`src/rtl/mc_pkg.sv`:
```
package mc_pkg;
  typedef enum logic {
    MODE_BIN  = 1'b0,
    MODE_GRAY = 1'b1
  } mode_e;
endpackage

```
`src/rtl/mc_next_code.sv`:
```
module mc_next_code #(
  parameter int W = 3
) (
  input  logic [W-1:0] cur,
  input  logic         mode_bit,
  output logic [W-1:0] nxt,
  output logic [W-1:0] step_bin,
  output logic [W-1:0] step_gray
);
  import mc_pkg::*;

  function automatic logic [W-1:0] gray_to_bin(input logic [W-1:0] g);
    logic [W-1:0] b;
    b[W-1] = g[W-1];
    for (int i = W - 2; i >= 0; i--) begin
      b[i] = b[i+1] ^ g[i];
    end
    return b;
  endfunction

  function automatic logic [W-1:0] bin_to_gray(input logic [W-1:0] b);
    return b ^ (b >> 1);
  endfunction

  function automatic logic [W-1:0] incr(input logic [W-1:0] v);
    return v + W'(1);
  endfunction

  mode_e mode_sel;
  assign mode_sel = mode_e'(mode_bit);

  always_comb begin
    step_bin  = incr(cur);
    step_gray = bin_to_gray(incr(gray_to_bin(cur)));
    nxt       = (mode_sel == MODE_GRAY) ? step_gray : step_bin;
  end
endmodule

```
`src/rtl/mc_state_reg.sv`:
```
module mc_state_reg #(
  parameter int W = 3
) (
  input  logic         clk,
  input  logic         rst,
  input  logic         load,
  input  logic [W-1:0] d,
  output logic [W-1:0] q
);
  always_ff @(posedge clk) begin
    if (rst)       q <= '0;
    else if (load) q <= d;
  end
endmodule

```
`src/rtl/mode_counter.sv`:
```
module mode_counter #(
  parameter int W = 3
) (
  input  logic         clk,
  input  logic         rst,
  input  logic         cnt_en,
  input  logic         gray_mode,
  output logic [W-1:0] count
);
  localparam logic [W-1:0] GRAY_LAST = {1'b1, {(W-1){1'b0}}};

  logic [W-1:0] code_q;
  logic [W-1:0] code_d;
  logic [W-1:0] step_bin;
  logic [W-1:0] step_gray;
  logic         adv_evt;

  assign adv_evt = cnt_en && !rst;

  mc_next_code #(.W(W)) u_next (
    .cur       (code_q),
    .mode_bit  (gray_mode),
    .nxt       (code_d),
    .step_bin  (step_bin),
    .step_gray (step_gray)
  );

  mc_state_reg #(.W(W)) u_reg (
    .clk  (clk),
    .rst  (rst),
    .load (cnt_en),
    .d    (code_d),
    .q    (code_q)
  );

  assign count = code_q;

  // reset wins over enable and mode
  assert_reset_zero_R1: assert property (@(posedge clk)
    rst |=> (count == '0));

  assert_hold_R3: assert property (@(posedge clk) disable iff (rst)
    !cnt_en |=> $stable(count));

  // binary step is +1 modulo 2**W
  assert_bin_step_R4: assert property (@(posedge clk) disable iff (rst)
    (adv_evt && !gray_mode) |=> (count == W'($past(count) + W'(1))));

  assert_gray_onebit_R8: assert property (@(posedge clk) disable iff (rst)
    (adv_evt && gray_mode) |=> ($countones(count ^ $past(count)) == 1));

  assert_gray_wrap_R7: assert property (@(posedge clk) disable iff (rst)
    (adv_evt && gray_mode && count == GRAY_LAST) |=> (count == '0));
endmodule

```
`config.mk`:
```
export PLATFORM = sky130hd
export DESIGN_NAME = mode_counter
export DESIGN_NICKNAME = d
export VERILOG_FILES = /design/src/rtl/mc_pkg.sv /design/src/rtl/mc_next_code.sv /design/src/rtl/mc_state_reg.sv /design/src/rtl/mode_counter.sv
export SDC_FILE = /design/constraint.sdc
export NUM_CORES = 1
export LEC_CHECK = 0
export BUFFER_PORTS_ARGS = -buffer_cell sky130_fd_sc_hd__buf_2
export CORE_AREA = 2 2 39 41
export CTS_CLUSTER_DIAMETER = 150
export DETAILED_ROUTE_END_ITERATION = 7
export DIE_AREA = 0 0 41 43
export GPL_TIMING_DRIVEN = 0
export PLACE_DENSITY = 0.37
export SLEW_MARGIN = 20
export SYNTH_ARGS = -nofsm -noshare
export SYNTH_HDL_FRONTEND = slang
export SYNTH_HIERARCHICAL = 1
export SYNTH_SLANG_ARGS = --single-unit
```
`constraint.sdc`:
```
create_clock -name clk -period 1.3 [get_ports clk]
set_input_delay 0.065 -clock clk [delete_from_list [all_inputs] [get_ports clk]]
set_output_delay 0.065 -clock clk [all_outputs]
set_load 0.01 [all_outputs]
```
==> flow_summary.ini <==
[status]
run_status = complete, no violations

[cells_and_area]
largest_register = u_reg/q
top_regs = u_reg/q x3
layout_common_cells = 6 x buf_2, 3 x clkbuf_4, 3 x mux2i_1, 3 x nor2_1
final_core_util_pct = 19.44
largest_reg_flops = 3
diodes = 0
drive_gt1_share_pct = 45.16
instances_no_fill = 47
nFillCells = 153
final_nets = 37
final_common_cell = buf_2
area_growth_pct = 41.45
design_area_sq_um = 269.0

[route]
dr.pass1.iters = 4
drtIter0Drc = 1
wl_per_cell_microns = 8.830
ant_nets = 0
vias_per_cell = 3.809
num_vias = 179
drc = 0
wl_microns = 415

[clocking]
cts-root-buf = clkbuf_4
clk_latency_ns = 0.23
cts.sinks = 3
post_cts.repair.setup_buffers = 0
htreeDepth = 1
cts_tree = built
cts_max_path_buffers = 2
path_clk_slew_ns = 0.04
cts_buffers = 3

[sta]
slew_violations = 0
min_period_ns = 1.185
relSlewSlack_pct = 84.57
setup_tns_ns = 0
skew_ns = 0.004186
worst_slack_ns = 0.1148
fin_crit_sh_pct = 91.17
finalHoldViolCount = 0
fmax_mhz = 843.8
setup_viol = 0
hold_slack_ns = 0.01331
tightest_slew_ns = 0.2312
rsz0062_at_grt = false

[power_and_ir_drop]
peakVddDrop_uv = 345.6
p_leak_nw = 0.1276
p_per_area_nw_per_um2 = 1217
power.total_mw = 0.3273

[placement]
post-place-cells = 43
dpl_cell_area_sq_um = 240.2
gp_congestion = 0.6226
dp_slack_ns = 0.05887
portBuffers = 6

[die]
core_region_area_sq_um = 1384
die_y_microns = 43
fp.dieW_microns = 41
ios = 7
die_area_sq_um = 1763
start_util_pct = 13.74
rows = 14

[hold_path]
holdPathStages = 2
hp-class = primary input to flop
worstHoldStart = rst
holdPathEnd = u_reg/q[1]

[setup_path]
r2r_slack_ns = 0.11
rr_worst_depth = 4
crit_required_ns = 1.42
arrival_ns = 1.31
worstReg2RegEnd = u_reg/q[1]
critPathLaunchType = flop
end_kind = flop
worstSetupPathType = flop to flop
reg2reg_from = u_reg/q[0]
crit_fanout = 7

[synthesis]
syn-mean-instance-area_sq_um = 9.056
syn_inst = 21
syn_nets = 26
syn_area_sq_um = 190.2
ys_warn_count = 6

[flow_run]
drv_cap = 0

[global_route]
overflow = 0
grtUsageTotal_pct = 7.121
grt_pass1_vias = 194
grt_max_degree = 8
antenna_found_initial = 0
grt_pass1_wl_microns = 759
==> area by class of cell <==
class,instances,area [sq um],area share [%]
Clock buffer,4,26.28,9.767
Inverter,2,7.507,2.791
Multi-Input combinational cell,16,122.6,45.58
Sequential cell,3,62.56,23.26
Tap cell,16,20.02,7.442
Timing Repair Buffer,6,30.03,11.16
==> timing repair <==
item | 4_1_cts | 5_1_grt
endpoints found under the setup margin | 0 | 2
gates resized for setup | 0 | 2
hold buffers | 0 | 0
==> worst max path at each step <==
stage,startpoint,endpoint,slack (ns)
global route,u_reg/q[1],u_reg/q[2],0.02
detailed placement,u_reg/q[1],u_reg/q[2],0.06
CTS,u_reg/q[1],u_reg/q[2],0.05
floorplan,u_reg/q[1],u_reg/q[1],0.08
global placement,u_reg/q[1],u_reg/q[1],0.08
finish,u_reg/q[0],u_reg/q[1],0.11
==> routing by layer <==
metal  global-route usage (%)  vias up  part of all wire, %
li1                         -       93                    -
met4                    8.000        0                    0
met5                        0        -                    0
met1                    7.372       79                   50
met2                    8.438        7                   39
met3                    4.712        0                   11
==> power breakdown <==
group | switching (mW) | internal [mW] | total (mW)
combinational | 0.0248 | 0.0287 | 0.0535
sequential | 0.0100 | 0.100 | 0.110
clock | 0.0486 | 0.115 | 0.164
total | 0.0834 | 0.244 | 0.327
==> critical path: stages, from the launching register on <==
cell     delay, ns
dfxtp_2       0.34
ha_1          0.29
mux2_2        0.26
mux2i_1       0.15
nor2_1        0.05
Note: power is estimated with default switching activity, not from simulation.
